===== src/rtl/rxr_pkg.sv =====
package rxr_pkg;

   typedef enum logic [1:0] {
      FS_IDLE = 2'd0,
      FS_RECV = 2'd1,
      FS_DROP = 2'd2
   } rxr_fstate_e;

   function automatic int words_of_bytes(input int nbytes);
      return (nbytes + 3) / 4;
   endfunction

endpackage


===== src/rtl/rxr_status.sv =====
module rxr_status #(
   parameter int RING_WORDS = 8192,
   parameter int PW         = 14
) (
   input  logic [PW-1:0] cur_i,
   input  logic [PW-1:0] bnd_i,
   output logic [PW-1:0] used_o,
   output logic [PW-1:0] free_o,
   output logic          full_o,
   output logic          empty_o
);
   localparam int AW = PW - 1;

   always_comb begin
      used_o  = cur_i - bnd_i;
      free_o  = PW'(RING_WORDS) - used_o;
      empty_o = (cur_i == bnd_i);
      full_o  = (cur_i[AW-1:0] == bnd_i[AW-1:0]) && (cur_i[AW] != bnd_i[AW]);
   end

endmodule


===== src/rtl/rxr_bound_reg.sv =====
module rxr_bound_reg #(
   parameter int PW = 14
) (
   input  logic          clk,
   input  logic          rst_n,
   input  logic          wr_req_i,
   input  logic [PW-1:0] wr_val_i,
   input  logic [PW-1:0] cur_i,
   output logic [PW-1:0] bnd_o
);
   logic [PW-1:0] bnd_q;
   logic [PW-1:0] used_now;
   logic [PW-1:0] step;
   logic          take;

   always_comb begin
      used_now = cur_i - bnd_q;
      step     = wr_val_i - bnd_q;
      take     = wr_req_i && (step <= used_now);
   end

   always_ff @(posedge clk) begin
      if (!rst_n)    bnd_q <= '0;
      else if (take) bnd_q <= wr_val_i;
   end

   assign bnd_o = bnd_q;

   assert_reject_keeps_bound_R7: assert property (@(posedge clk) disable iff (!rst_n)
      (wr_req_i && ((wr_val_i - bnd_o) > (cur_i - bnd_o))) |=> $stable(bnd_o));

   assert_bound_follows_write_R7: assert property (@(posedge clk) disable iff (!rst_n)
      (wr_req_i && ((wr_val_i - bnd_o) <= (cur_i - bnd_o))) |=> (bnd_o == $past(wr_val_i)));

endmodule


===== src/rtl/rxr_frame_ctrl.sv =====
module rxr_frame_ctrl
   import rxr_pkg::*;
#(
   parameter int PW            = 14,
   parameter int MAX_WORDS     = 384,
   parameter int MAX_BYTES     = 1536,
   parameter int LEN_W         = 16,
   parameter int DROP_W        = 16,
   parameter bit DROP_SATURATE = 1'b1
) (
   input  logic              clk,
   input  logic              rst_n,
   input  logic              sof_i,
   input  logic              wr_en_i,
   input  logic              end_good_i,
   input  logic              end_bad_i,
   input  logic [LEN_W-1:0]  len_i,
   input  logic [PW-1:0]     free_i,
   output logic [PW-1:0]     cur_o,
   output logic [PW-2:0]     wr_word_o,
   output logic              wr_ok_o,
   output logic              busy_o,
   output logic [DROP_W-1:0] drop_o
);
   localparam int AW    = PW - 1;
   localparam int CNT_W = $clog2(MAX_WORDS + 1);

   rxr_fstate_e       state_q;
   logic [PW-1:0]     cur_q;
   logic [PW-1:0]     wr_q;
   logic [CNT_W-1:0]  cnt_q;
   logic [DROP_W-1:0] drop_q;
   logic [DROP_W-1:0] drop_nx;

   logic              room;
   logic              end_any;
   logic              len_ok;
   logic [LEN_W:0]    len_rnd;
   logic [PW-1:0]     commit_w;

   always_comb begin
      room     = (free_i >= PW'(MAX_WORDS));
      end_any  = end_good_i || end_bad_i;
      len_ok   = ({1'b0, len_i} <= (LEN_W+1)'(MAX_BYTES));
      len_rnd  = ({1'b0, len_i} + (LEN_W+1)'(3)) >> 2;
      commit_w = PW'(len_rnd);
      wr_ok_o  = (state_q == FS_RECV) && wr_en_i && !end_any
                 && (cnt_q < CNT_W'(MAX_WORDS));
   end

   generate
      if (DROP_SATURATE) begin : g_drop_sat
         assign drop_nx = (&drop_q) ? drop_q : drop_q + 1'b1;
      end else begin : g_drop_wrap
         assign drop_nx = drop_q + 1'b1;
      end
   endgenerate

   always_ff @(posedge clk) begin
      if (!rst_n) begin
         state_q <= FS_IDLE;
         cur_q   <= '0;
         wr_q    <= '0;
         cnt_q   <= '0;
         drop_q  <= '0;
      end else begin
         unique case (state_q)
            FS_IDLE: begin
               if (sof_i) begin
                  if (room) begin
                     state_q <= FS_RECV;
                     wr_q    <= cur_q;
                     cnt_q   <= '0;
                  end else begin
                     state_q <= FS_DROP;
                     drop_q  <= drop_nx;
                  end
               end
            end
            FS_RECV: begin
               if (end_any) begin
                  state_q <= FS_IDLE;
                  if (end_good_i && len_ok) begin
                     cur_q <= cur_q + commit_w;
                     wr_q  <= cur_q + commit_w;
                  end else begin
                     wr_q  <= cur_q;
                  end
               end else if (wr_ok_o) begin
                  wr_q  <= wr_q + 1'b1;
                  cnt_q <= cnt_q + 1'b1;
               end
            end
            FS_DROP: begin
               if (end_any) state_q <= FS_IDLE;
            end
            default: state_q <= FS_IDLE;
         endcase
      end
   end

   assign cur_o     = cur_q;
   assign wr_word_o = wr_q[AW-1:0];
   assign busy_o    = (state_q != FS_IDLE);
   assign drop_o    = drop_q;

   assert_cur_moves_on_good_only_R4: assert property (@(posedge clk) disable iff (!rst_n)
      !(state_q == FS_RECV && end_good_i && len_ok) |=> $stable(cur_o));

   assert_window_within_frame_R3: assert property (@(posedge clk) disable iff (!rst_n)
      wr_ok_o |-> ((wr_q - cur_q) < PW'(MAX_WORDS)));

   assert_drop_counts_R6: assert property (@(posedge clk) disable iff (!rst_n)
      (!busy_o && sof_i && !room && !(&drop_o)) |=> (drop_o == $past(drop_o) + 1'b1));

   assert_silent_while_dropping_R6: assert property (@(posedge clk) disable iff (!rst_n)
      (state_q == FS_DROP) |-> !wr_ok_o);

   assert_sof_ignored_busy_R10: assert property (@(posedge clk) disable iff (!rst_n)
      (busy_o && !end_any) |=> ($stable(drop_o) && busy_o));

endmodule


===== src/rtl/rxr_ptr_mgr.sv =====
module rxr_ptr_mgr #(
   parameter int              RING_BYTES      = 32768,
   parameter int              MAX_FRAME_BYTES = 1536,
   parameter int              LEN_W           = 16,
   parameter int              DROP_W          = 16,
   parameter bit              DROP_SATURATE   = 1'b1,
   parameter logic [15:0]     CUR_OFFSET      = 16'hFC34,
   parameter logic [15:0]     BND_OFFSET      = 16'hFC38
) (
   input  logic                            clk,
   input  logic                            rst_n,
   input  logic                            rx_sof,
   input  logic                            rx_wr_en,
   input  logic                            rx_end_good,
   input  logic                            rx_end_bad,
   input  logic [LEN_W-1:0]                rx_len,
   output logic [$clog2(RING_BYTES)-1:0]   rx_wr_addr,
   output logic                            rx_wr_ok,
   output logic                            rx_busy,
   input  logic                            host_we,
   input  logic [15:0]                     host_addr,
   input  logic [31:0]                     host_wdata,
   output logic [31:0]                     host_rdata,
   output logic                            ring_full,
   output logic                            ring_empty,
   output logic [$clog2(RING_BYTES/4):0]   free_words,
   output logic [DROP_W-1:0]               drop_count
);
   localparam int RING_WORDS = RING_BYTES / 4;
   localparam int AW         = $clog2(RING_WORDS);
   localparam int PW         = AW + 1;
   localparam int MAX_WORDS  = rxr_pkg::words_of_bytes(MAX_FRAME_BYTES);

   generate
      if ((1 << $clog2(RING_BYTES)) != RING_BYTES || RING_BYTES < 16) begin : g_bad_ring
         $error("RING_BYTES must be a power of two of at least 16");
      end
      if ((MAX_FRAME_BYTES % 4) != 0 || MAX_FRAME_BYTES > RING_BYTES || MAX_FRAME_BYTES < 4) begin : g_bad_max
         $error("MAX_FRAME_BYTES must be a word multiple within the ring");
      end
      if ((1 << LEN_W) <= MAX_FRAME_BYTES) begin : g_bad_len
         $error("LEN_W too narrow for MAX_FRAME_BYTES");
      end
      if (PW + 2 > 32) begin : g_bad_bus
         $error("pointer does not fit the host data bus");
      end
   endgenerate

   logic [PW-1:0] cur_w;
   logic [PW-1:0] bnd_w;
   logic [PW-1:0] used_w;
   logic [PW-1:0] free_w;
   logic [AW-1:0] wr_word;
   logic          bnd_wr;
   logic          unused_wdata;

   assign bnd_wr       = host_we && (host_addr == BND_OFFSET);
   assign unused_wdata = ^{host_wdata[31:PW+2], host_wdata[1:0]};

   rxr_frame_ctrl #(
      .PW            (PW),
      .MAX_WORDS     (MAX_WORDS),
      .MAX_BYTES     (MAX_FRAME_BYTES),
      .LEN_W         (LEN_W),
      .DROP_W        (DROP_W),
      .DROP_SATURATE (DROP_SATURATE)
   ) u_frame (
      .clk        (clk),
      .rst_n      (rst_n),
      .sof_i      (rx_sof),
      .wr_en_i    (rx_wr_en),
      .end_good_i (rx_end_good),
      .end_bad_i  (rx_end_bad),
      .len_i      (rx_len),
      .free_i     (free_w),
      .cur_o      (cur_w),
      .wr_word_o  (wr_word),
      .wr_ok_o    (rx_wr_ok),
      .busy_o     (rx_busy),
      .drop_o     (drop_count)
   );

   rxr_bound_reg #(
      .PW (PW)
   ) u_bound (
      .clk      (clk),
      .rst_n    (rst_n),
      .wr_req_i (bnd_wr),
      .wr_val_i (host_wdata[PW+1:2]),
      .cur_i    (cur_w),
      .bnd_o    (bnd_w)
   );

   rxr_status #(
      .RING_WORDS (RING_WORDS),
      .PW         (PW)
   ) u_status (
      .cur_i   (cur_w),
      .bnd_i   (bnd_w),
      .used_o  (used_w),
      .free_o  (free_w),
      .full_o  (ring_full),
      .empty_o (ring_empty)
   );

   always_comb begin
      host_rdata = '0;
      if (host_addr == CUR_OFFSET)      host_rdata[PW+1:0] = {cur_w, 2'b00};
      else if (host_addr == BND_OFFSET) host_rdata[PW+1:0] = {bnd_w, 2'b00};
   end

   assign rx_wr_addr = {wr_word, 2'b00};
   assign free_words = free_w;

   assert_full_empty_exclusive_R8: assert property (@(posedge clk) disable iff (!rst_n)
      !(ring_full && ring_empty));

   assert_full_means_no_space_R8: assert property (@(posedge clk) disable iff (!rst_n)
      ring_full |-> (free_words == '0));

   assert_empty_means_all_space_R8: assert property (@(posedge clk) disable iff (!rst_n)
      ring_empty |-> (free_words == PW'(RING_WORDS)));

   assert_used_bounded_R8: assert property (@(posedge clk) disable iff (!rst_n)
      used_w <= PW'(RING_WORDS));

   assert_cur_reg_read_only_R2: assert property (@(posedge clk) disable iff (!rst_n)
      (host_we && host_addr == CUR_OFFSET && !rx_end_good) |=> $stable(cur_w));

endmodule


===== config.mk =====
export PLATFORM = sky130hd
export DESIGN_NAME = rxr_ptr_mgr
export DESIGN_NICKNAME = d
export VERILOG_FILES = /design/src/rtl/rxr_pkg.sv /design/src/rtl/rxr_status.sv /design/src/rtl/rxr_bound_reg.sv /design/src/rtl/rxr_frame_ctrl.sv /design/src/rtl/rxr_ptr_mgr.sv
export SDC_FILE = /design/constraint.sdc
export NUM_CORES = 1
export LEC_CHECK = 0
export CORE_ASPECT_RATIO = 1.25
export CORE_UTILIZATION = 47
export DETAILED_ROUTE_END_ITERATION = 6
export PLACE_DENSITY_LB_ADDON = 0.25
export SYNTH_ARGS = -nofsm -noshare
export SYNTH_HDL_FRONTEND = slang
export SYNTH_SLANG_ARGS = --single-unit

===== constraint.sdc =====
create_clock -name clk -period 3.9 [get_ports clk]
set_input_delay 0.39 -clock clk [delete_from_list [all_inputs] [get_ports clk]]
set_output_delay 0.39 -clock clk [all_outputs]
set_load 0.1 [all_outputs]

---- After elaboration in Yosys (flattened, before gate mapping) ----
Cells that the tools add are included.
cells by class
  bitwise logic cells ..................... 2
  eq/ne operators ......................... 13
  magnitude comparators ................... 4
  mux-type cells .......................... 17
  add/subtract/negate cells ............... 8
  reductions and logical operators ........ 19
operator list
  kind                      count
  $mux W14                  5
  $mux W9                   4
  $eq A16 B16 Y1 const B    2
  $mux W16                  2
  $pmux W14 S2              1
  $sub A14 B14 Y14          2
  $pmux W9 S2               1
  $add A16 B1 Y16 const B   1
  $add A16 B2 Y16 const B   1
  $le A16 B11 Y1 const B    1
  $reduce_and A16 Y1        1
  $add A14 B1 Y14 const B   1
  $add A14 B14 Y14          1
  $eq A14 B14 Y1            1
  $ge A14 B9 Y1 const B     1
  $le A14 B14 Y1            1
  $sub A14 B14 Y14 const A  1
  $eq A13 B13 Y1            1
  $add A9 B1 Y9 const B     1
  $lt A9 B9 Y1 const B      1
  $reduce_and A4 Y1         2
  $logic_and A1 B1 Y1       7
  $mux W2                   3
  $ne A2 B2 Y1 const B      3
  14 further kinds          18
storage, ports and cells
  register bits after elaboration ......... 69
  word-level logic and storage cells ...... 69

---- Depth between registers and ports, before layout ----
Gate-level depths: netlist of run 1.
  word-level depth ........................ 7
  depth in mapped cells ................... 22

---- By module ----
From an unflattened synthesis of run 1, not the netlist that was laid out.
unflattened totals
  cells, all modules ...................... 956
  area, all modules ....................... 7,279.5 um2
modules (own cells, without submodules)
  module          times used  cells each  seq. area each (um2)  area each (um2)
  rxr_frame_ctrl  1           442         1,081.0               3,500.9
  rxr_bound_reg   1           282         280.3                 2,108.3
  rxr_status      1           171         0.0                   1,267.5
  rxr_ptr_mgr     1           61          0.0                   402.9

---- Least setup slack after synthesis of run 1 ----
No wires, ideal clock.
  path type ............................... flip-flop to flip-flop
  start point ............................. reg u_frame.cur_q[0] (netlist: u_frame.cur_o[0])
  end point ............................... reg u_frame.state_q[1]
  data arrival time ....................... 4.448 ns
  path buffers ............................ 0
  clock period less this slack ............ 4.580 ns
  setup time .............................. 0.132 ns
  data required time ...................... 3.768 ns
  cell stages (with the launch flop) ...... 15
  path slack .............................. -0.680 ns
  path through ............................ dfxtp_1 -> inv_1 -> ha_1 -> inv_1 -> fa_1 -> a21o_1 -> a211oi_1 -> o2bb2ai_1 -> mux2i_1 -> or4_1 -> inv_1 -> nand3_1 -> xnor2_1 -> or4_1 -> a21oi_1
between the ends
  longest elaborated chain between the ends .. 6
RTL lines
  what                      RTL line              RTL
  start: declaration        rxr_frame_ctrl.sv:29  logic [PW-1:0] cur_q;
  start signal: assignment  rxr_frame_ctrl.sv:84  cur_q <= cur_q + commit_w;
  $sub A14 B14 Y14          rxr_status.sv:15      used_o = cur_i - bnd_i;
  $sub A14 B14 Y14          rxr_status.sv:16      free_o = PW'(RING_WORDS) - used_o;
  net free_words[13]        rxr_ptr_mgr.sv:26     output logic [$clog2(RING_BYTES/4):0] free_words,
  $ge A14 B9 Y1             rxr_frame_ctrl.sv:42  room = (free_i >= PW'(MAX_WORDS));
  $mux W2                   rxr_frame_ctrl.sv:70  if (room) begin
  $mux W2                   rxr_frame_ctrl.sv:69  if (sof_i) begin
  $pmux W2 S2               rxr_frame_ctrl.sv:67  unique case (state_q)
  end signal: assignment    rxr_frame_ctrl.sv:71  state_q <= FS_RECV;
  end signal: assignment    rxr_frame_ctrl.sv:75  state_q <= FS_DROP;
  end signal: assignment    rxr_frame_ctrl.sv:82  state_q <= FS_IDLE;
  end: declaration          rxr_frame_ctrl.sv:28  rxr_fstate_e state_q;
The timed path passes the listed nets, and every way through them passes these cells. The select of a mux whose other input is x is not followed.
A chain may end at the register's enable or synchronous reset.

---- Worst setup path after layout of run 1 ----
  start point ............................. reg u_frame.cur_q[0] (netlist: u_frame.cur_o[0])
  end point ............................... out free_words[12]
between the ends
  longest elaborated chain between the ends .. 2
RTL lines
  what              RTL line
  $sub A14 B14 Y14  rxr_status.sv:15
  $sub A14 B14 Y14  rxr_status.sv:16
  end: declaration  rxr_ptr_mgr.sv:26
Every way passes these cells.

==> results.json, run 1 <==
{
  "vdd_drop_max_mv": 0.6379,
  "fill_cells": 1113,
  "ff2ff_path_depth": 17,
  "drv_slew": 0,
  "die_x_um": 109.9,
  "synth-edff-count": 0,
  "crit_type": "reg2out",
  "grt_antenna_before_repair": 0,
  "switchingPower_mw": 1.590,
  "failed_checks": "setup timing",
  "finish.instance_area_um2": 9758,
  "detail_route.wl_per_cell_um": 16.57,
  "setup_viol": 18,
  "start_kind": "register",
  "yosys_register_bits": 68,
  "ant_nets": 0,
  "cts_tree": "built",
  "finalHoldViolations": 0,
  "p_seq_frac": 0.201,
  "diodes": 0,
  "gp_congestion": 0.9298,
  "fp.dieH_um": 136.9,
  "synth_cell_types": 80,
  "grt_start_max_net_pins": 87,
  "postSynth.asyncResetShare": 0,
  "overflow": 0,
  "multi_input_area_um2": 5385,
  "timing.rr.start": "u_frame.cur_o[0]",
  "cp-end-kind": "primary output",
  "slew_headroom": 0.1753,
  "hold_path.class": "in2reg",
  "clock_skew_ps": 8.147,
  "clock_latency_ps": 340,
  "layout-drive-gt1-share": 0.2244,
  "io_buffers": 113,
  "core_um2": 13990,
  "clkSinkCount": 68,
  "routed_wirelength_mm": 21.00,
  "pwr-share-clk": 0.221,
  "internal_power_mw": 2.032,
  "p_leak_nw": 4.024,
  "clockBufferDepth": 2,
  "synthCells": 886,
  "power_density_nw_per_um2": 371.2,
  "whs_path_depth": 3,
  "r2r_slack_ps": -60,
  "num_vias": 7429,
  "dp_hpwl_mm": 15.68,
  "start_util": 0.4887,
  "yosysSeqAreaShare": 0.1990,
  "ys_warn_count": 0,
  "critPathArrivalTime_ps": 3570,
  "die_area_um2": 15040,
  "worstMarginPinSlew_ps": 1236,
  "outcome": "finished, violations left",
  "whs_endpoint": "u_bound.bnd_o[1]",
  "ctsHoldBuffers": 0,
  "layout_min_cycle_time_ps": 3962,
  "grt_pass1_wl_mm": 32.02,
  "h-tree-depth": 3,
  "pre_cts_ws_ps": -603.6,
  "placed_area_um2": 8890,
  "crit_fanout": 6,
  "syn2layout_area_growth_pct": 42.68,
  "drv_cap": 0,
  "hp-start": "host_wdata[3]",
  "combPwrFrac": 0.578,
  "drt-pass1-iter-count": 5,
  "path_clk_slew_ps": 50,
  "rsz0062_at_grt": "true",
  "cts_buffers": 9,
  "syn_area_um2": 6839,
  "grt_pass1_vias": 6744,
  "viasPerCell": 5.863,
  "reg2reg_to": "u_frame.cnt_q[8]",
  "ff_latch_area_um2": 1368,
  "cts_root_buf": "clkbuf_16",
  "rows": 48,
  "required_ps": 3510,
  "setup_slack_ps": -62.45,
  "fmax_mhz": 252.4,
  "synthFlopType": "dfxtp_1",
  "grt_usage": 0.2731,
  "finalCritPeriodShare": 1.016,
  "switching_share": 0.4389,
  "drcViolationCount": 0,
  "nNetsFinal": 1219,
  "drtIter0Drc": 451,
  "avgSynthCellArea_um2": 7.719,
  "io-pin-count": 152
}
## cell usage after synthesis (all sizes together), types with 4 or more instances
| master | count | area (µm²) |
|---|---|---|
| a21oi | 45 | 247.7 |
| buf | 27 | 211.4 |
| nor2 | 43 | 161.4 |
| and4 | 7 | 61.31 |
| o31ai | 14 | 105.1 |
| and2 | 12 | 75.07 |
| or4 | 8 | 60.06 |
| o21bai | 5 | 37.54 |
| a22o | 15 | 131.4 |
| nand3 | 51 | 255.2 |
| a31oi | 6 | 37.54 |
| nor3 | 16 | 85.08 |
| inv | 58 | 217.7 |
| nor4 | 7 | 43.79 |
| nor2b | 8 | 50.05 |
| nand2 | 102 | 382.9 |
| o22ai | 6 | 37.54 |
| and3 | 27 | 173.9 |
| o41ai | 4 | 35.03 |
| o211ai | 16 | 120.1 |
| or2 | 6 | 37.54 |
| clkbuf | 32 | 120.1 |
| a21boi | 8 | 60.06 |
| a21o | 14 | 105.1 |
| o221ai | 5 | 43.79 |
| dfxtp | 68 | 1361 |
| nand4 | 19 | 118.9 |
| a211oi | 9 | 72.57 |
| ha | 58 | 725.7 |
| o21ai | 28 | 140.1 |
| xor2 | 20 | 175.2 |
| mux2i | 28 | 280.3 |
| nand2b | 13 | 81.33 |
| xnor2 | 42 | 367.9 |
## kinds of logic (layout without fill, tap and decap cells)
family | after synthesis | in the layout | synth area share
flops | 68 | 68 | 0.1990
buf+inv | 117 | 303 | 0.08031
xor+xnor | 62 | 62 | 0.07940
compound gates | 210 | 211 | 0.2263
fa+ha+maj | 61 | 61 | 0.1149
simple gates | 337 | 337 | 0.2552
mux | 30 | 30 | 0.04427
other cells | 1 | 20 | 0.0005483
## critical path, stage by stage (launching register included)
cell and delay (ps):
dfxtp_2 320, inv_2 80, ha_4 140, inv_2 40
fa_2 350, a21o_4 250, a2111oi_4 430, xnor2_2 180
or4_4 460, buf_6 150, o41a_1 370, buf_4 170
nor2_4 120, buf_12 180
## worst max path at each step
stage                startpoint                to  slack [ps]  cells after the start
3_5_place_dp      host_wdata[2]  u_bound.bnd_o[3]        -600                     22
4_1_cts        u_frame.cur_o[0]    free_words[13]         -20                     16
6_report       u_frame.cur_o[0]    free_words[12]         -60                     13
2_1_floorplan  u_frame.cur_o[0]    free_words[10]        -310                     12
5_1_grt        u_bound.bnd_o[1]  u_bound.bnd_o[7]        -240                     20
3_3_place_gp      host_wdata[2]  u_bound.bnd_o[4]        -530                     22
## metal layers
layer | wire, µm | share of wire | GRT usage | vias up
li1 | - | - | - | 3601
met1 | 8472 | 0.40 | 0.3238 | 3491
met2 | 10620 | 0.51 | 0.4774 | 275
met3 | 1141 | 0.054 | 0.03857 | 62
met4 | 767 | 0.037 | 0.1296 | 0
met5 | 0 | 0 | 0 | -
## what timing repair did
item,4_1_cts,5_1_grt
resized for setup,31,48
buffers inserted,9,16
endpoints found under the setup margin,57,57
cloned,1,2
pin swaps,12,35
## power groups by stage
stage | Sequential (mW) | Combinational, mW | Clock (mW)
6_report | 0.730 | 2.09 | 0.800
5_1_grt | 0.732 | 2.20 | 0.831
4_1_cts | 0.730 | 1.93 | 0.805
3_5_place_dp | 0.745 | 1.89 | 0
3_3_place_gp | 0.744 | 1.88 | 0
2_1_floorplan | 0.817 | 1.21 | 0
## sequential cells by signal, indices dropped and copies added (netlist names), named ones only
signal	cells
u_frame.wr_q	13
u_frame.cnt_q	9
u_frame.state_q	2
u_frame.cur_o	13
u_bound.bnd_o	14
u_frame.drop_o	16
## final cells by class
class	count	area share
well taps	175	0.02244
inverters	58	0.02231
clock inverters	2	0.003590
multi-input cells	721	0.5519
flip-flops and latches	68	0.1401
repair buffers	229	0.2346
clock buffers	14	0.02500
## per-stage QoR
stage	instances	hold slack, ps	setup TNS (ps)	util	total power, mW
6_report	1267	468.1	-601.2	0.6973	3.622
5_1_grt	1267	497.1	-8362	0.6973	3.760
4_1_cts	1250	458.5	-35.94	0.6681	3.463
3_5_place_dp	1224	452.4	-11140	0.6353	2.637
3_3_place_gp	1224	448.6	-10030	0.6353	2.624
2_1_floorplan	905	431.9	-876.6	-	2.030
## cell usage in the layout (no fill, tap or decap), types with 7 or more instances in the layout
cell / instances
mux2i_1: 28
o211ai_1: 16
nand3_1: 48
a21o_1: 12
and3_1: 21
nand2b_1: 13
inv_1: 54
and2_1: 12
dfxtp_1: 65
conb_1: 20
nand4_1: 19
o21ai_0: 20
nor2_1: 40
buf_12: 25
nor3_1: 14
nand2_1: 101
clkdlybuf4s50_1: 80
ha_1: 52
nor2b_1: 7
a21oi_1: 38
xnor2_1: 37
clkbuf_16: 10
a22o_1: 15
xor2_1: 20
o31ai_1: 12
buf_4: 115
Power figures use the tool's default switching activity.
==> run 2: changes to the inputs <==
Settings changed: SETUP_SLACK_MARGIN set to 0.15.
==> results.json, run 2 (same netlist as run 1, synthesis figures left out) <==
{
  "syn2layout_area_growth_pct": 42.21,
  "utilization": 0.6950,
  "setup_tns_ps": -0.7954,
  "cts_tree": "built",
  "whs_ps": 472.8,
  "fp.dieH_um": 136.9,
  "layout.cells.most_common_list": "nand2_1 (101), buf_4 (88), clkdlybuf4s50_1 (80)",
  "largest_reg_flops": 16,
  "num_vias": 7379,
  "pwr-share-clk": 0.209,
  "start_kind": "register",
  "critPathArrivalTime_ps": 4120,
  "vdd_drop_max_mv": 0.6949,
  "die_area_um2": 15040,
  "failed_checks": "setup timing",
  "detail_route.wl_per_cell_um": 16.99,
  "drtIter0Drc": 454,
  "viasPerCell": 5.922,
  "core_um2": 13990,
  "grt_start_max_net_pins": 48,
  "hp-start": "u_frame.state_q[1]",
  "nNetsFinal": 1199,
  "diodes": 0,
  "grt_pass1_wl_mm": 32.89,
  "internal_power_mw": 2.003,
  "cp_common_cell": "inv_2",
  "grt_usage": 0.2794,
  "finalCritPeriodShare": 1.000,
  "timing.rr.start": "u_frame.cur_o[0]",
  "io-pin-count": 152,
  "crit_type": "reg2reg",
  "critPathBufInv": 5,
  "switching_share": 0.4446,
  "outcome": "finished, violations left",
  "drv_cap": 0,
  "worstMarginPinSlew_ps": 988.0,
  "power_density_nw_per_um2": 370.9,
  "slowest_stage": "or4_4",
  "crit_family": "compound AO/OA/AOI/OAI gates",
  "start_util": 0.4887,
  "drt-pass1-iter-count": 6,
  "clock_skew_ps": 9.885,
  "finalHoldViolations": 0,
  "h-tree-depth": 3,
  "rows": 48,
  "cp-end-kind": "register",
  "die_x_um": 109.9,
  "drcViolationCount": 0,
  "hold_path.class": "reg2reg",
  "setup_viol": 1,
  "rsz0062_at_grt": "true",
  "pre_cts_ws_ps": -454.7,
  "grt_antenna_before_repair": 0,
  "critical_path.cell_chain": "inv_4 -> ha_4 -> inv_2 -> fa_2 -> a21o_4 -> a211oi_2 -> o2bb2ai_2 -> mux2i_1 -> or4_4 -> inv_2 -> ha_2 -> nand4_1 -> nor4_2 -> a32oi_1 -> a21boi_2 -> buf_6 -> bufbuf_16 -> o21ai_0",
  "cp_slowest_stage_delay_ps": 580,
  "ctsHoldBuffers": 0,
  "setup_slack_ps": -0.7954,
  "layout_min_cycle_time_ps": 3901,
  "ant_nets": 0,
  "dp_cells": 1202,
  "required_ps": 4120,
  "final_common_cell": "nand2_1",
  "clkSinkCount": 68,
  "gp_congestion": 0.9670,
  "clock_latency_ps": 340,
  "combPwrFrac": 0.589,
  "fmax_mhz": 256.4,
  "io_buffers": 113,
  "crit_path_start": "u_frame.cur_o[0]",
  "dp_hpwl_mm": 15.30,
  "slew_headroom": 0.3393,
  "grt_pass1_vias": 6901,
  "cts_buffers": 9,
  "routed_wirelength_mm": 21.17,
  "drv_slew": 0,
  "cts_root_buf": "clkbuf_16",
  "path_clk_slew_ps": 60,
  "clockBufferDepth": 2,
  "crit_fanout": 7,
  "overflow": 0,
  "p_seq_frac": 0.203,
  "p_leak_nw": 3.983,
  "fin_cells": 1246,
  "switchingPower_mw": 1.604,
  "layout-drive-gt1-share": 0.2194
}
## run 2: stage by stage
stage	power [mW]	instance area, µm²
after floorplan	2.054	7083
after global placement	2.592	8812
after detailed placement	2.600	8812
after CTS	3.492	9477
after global routing	3.745	9726
final	3.607	9726
## run 2: layer usage
metal  vias up  global-route usage  wire (µm)
li1       3564                   -          -
met2       259              0.4941      10610
met1      3500              0.3380       8678
met5         -                   0          0
met3        56             0.03143       1091
met4         0              0.1163        788
## run 2: final timing paths
path / slack (ps) / depth (start not counted) / end
min reg2reg: 470 / 2 / u_frame.state_q[1]
max reg2reg: -0.8 / 18 / u_bound.bnd_o[13]
max: -0.8 / 18 / u_bound.bnd_o[13]
min: 470 / 2 / u_frame.state_q[1]
## run 2: power groups by stage
| stage | combinational [mW] | clock (mW) | sequential [mW] |
|---|---|---|---|
| 3_5_place_dp | 1.85 | 0 | 0.745 |
| 4_1_cts | 2.01 | 0.756 | 0.731 |
| 5_1_grt | 2.23 | 0.787 | 0.733 |
| 2_1_floorplan | 1.24 | 0 | 0.816 |
| 3_3_place_gp | 1.85 | 0 | 0.745 |
| 6_report | 2.12 | 0.752 | 0.731 |
## run 2: repair_timing
action | 4_1_cts | 5_1_grt
pin swaps | 35 | 23
setup endpoints to repair | 58 | 59
resized for setup | 45 | 31
buffers inserted | 18 | 6
gates cloned | 4 | 1
## run 2: layout make-up
type / count / area (µm²)
Timing Repair Buffer: 210 / 2223
Clock buffer: 11 / 242.7
Inverter: 58 / 220.2
Multi-Input combinational cell: 720 / 5421
Tap cell: 175 / 219.0
Fill cell: 1082 / 4268
Clock inverter: 4 / 27.53
Sequential cell: 68 / 1371
## run 2: worst reg2reg max path, cell delays in order (launching register included)
cell and delay (ps):
dfxtp_4 350, inv_4 50, ha_4 120, inv_2 40
fa_2 370, a21o_4 250, a211oi_2 280, o2bb2ai_2 180
mux2i_1 100, or4_4 580, inv_2 140, ha_2 200
nand4_1 110, nor4_2 280, a32oi_1 100, a21boi_2 180
buf_6 140, bufbuf_16 260, o21ai_0 80
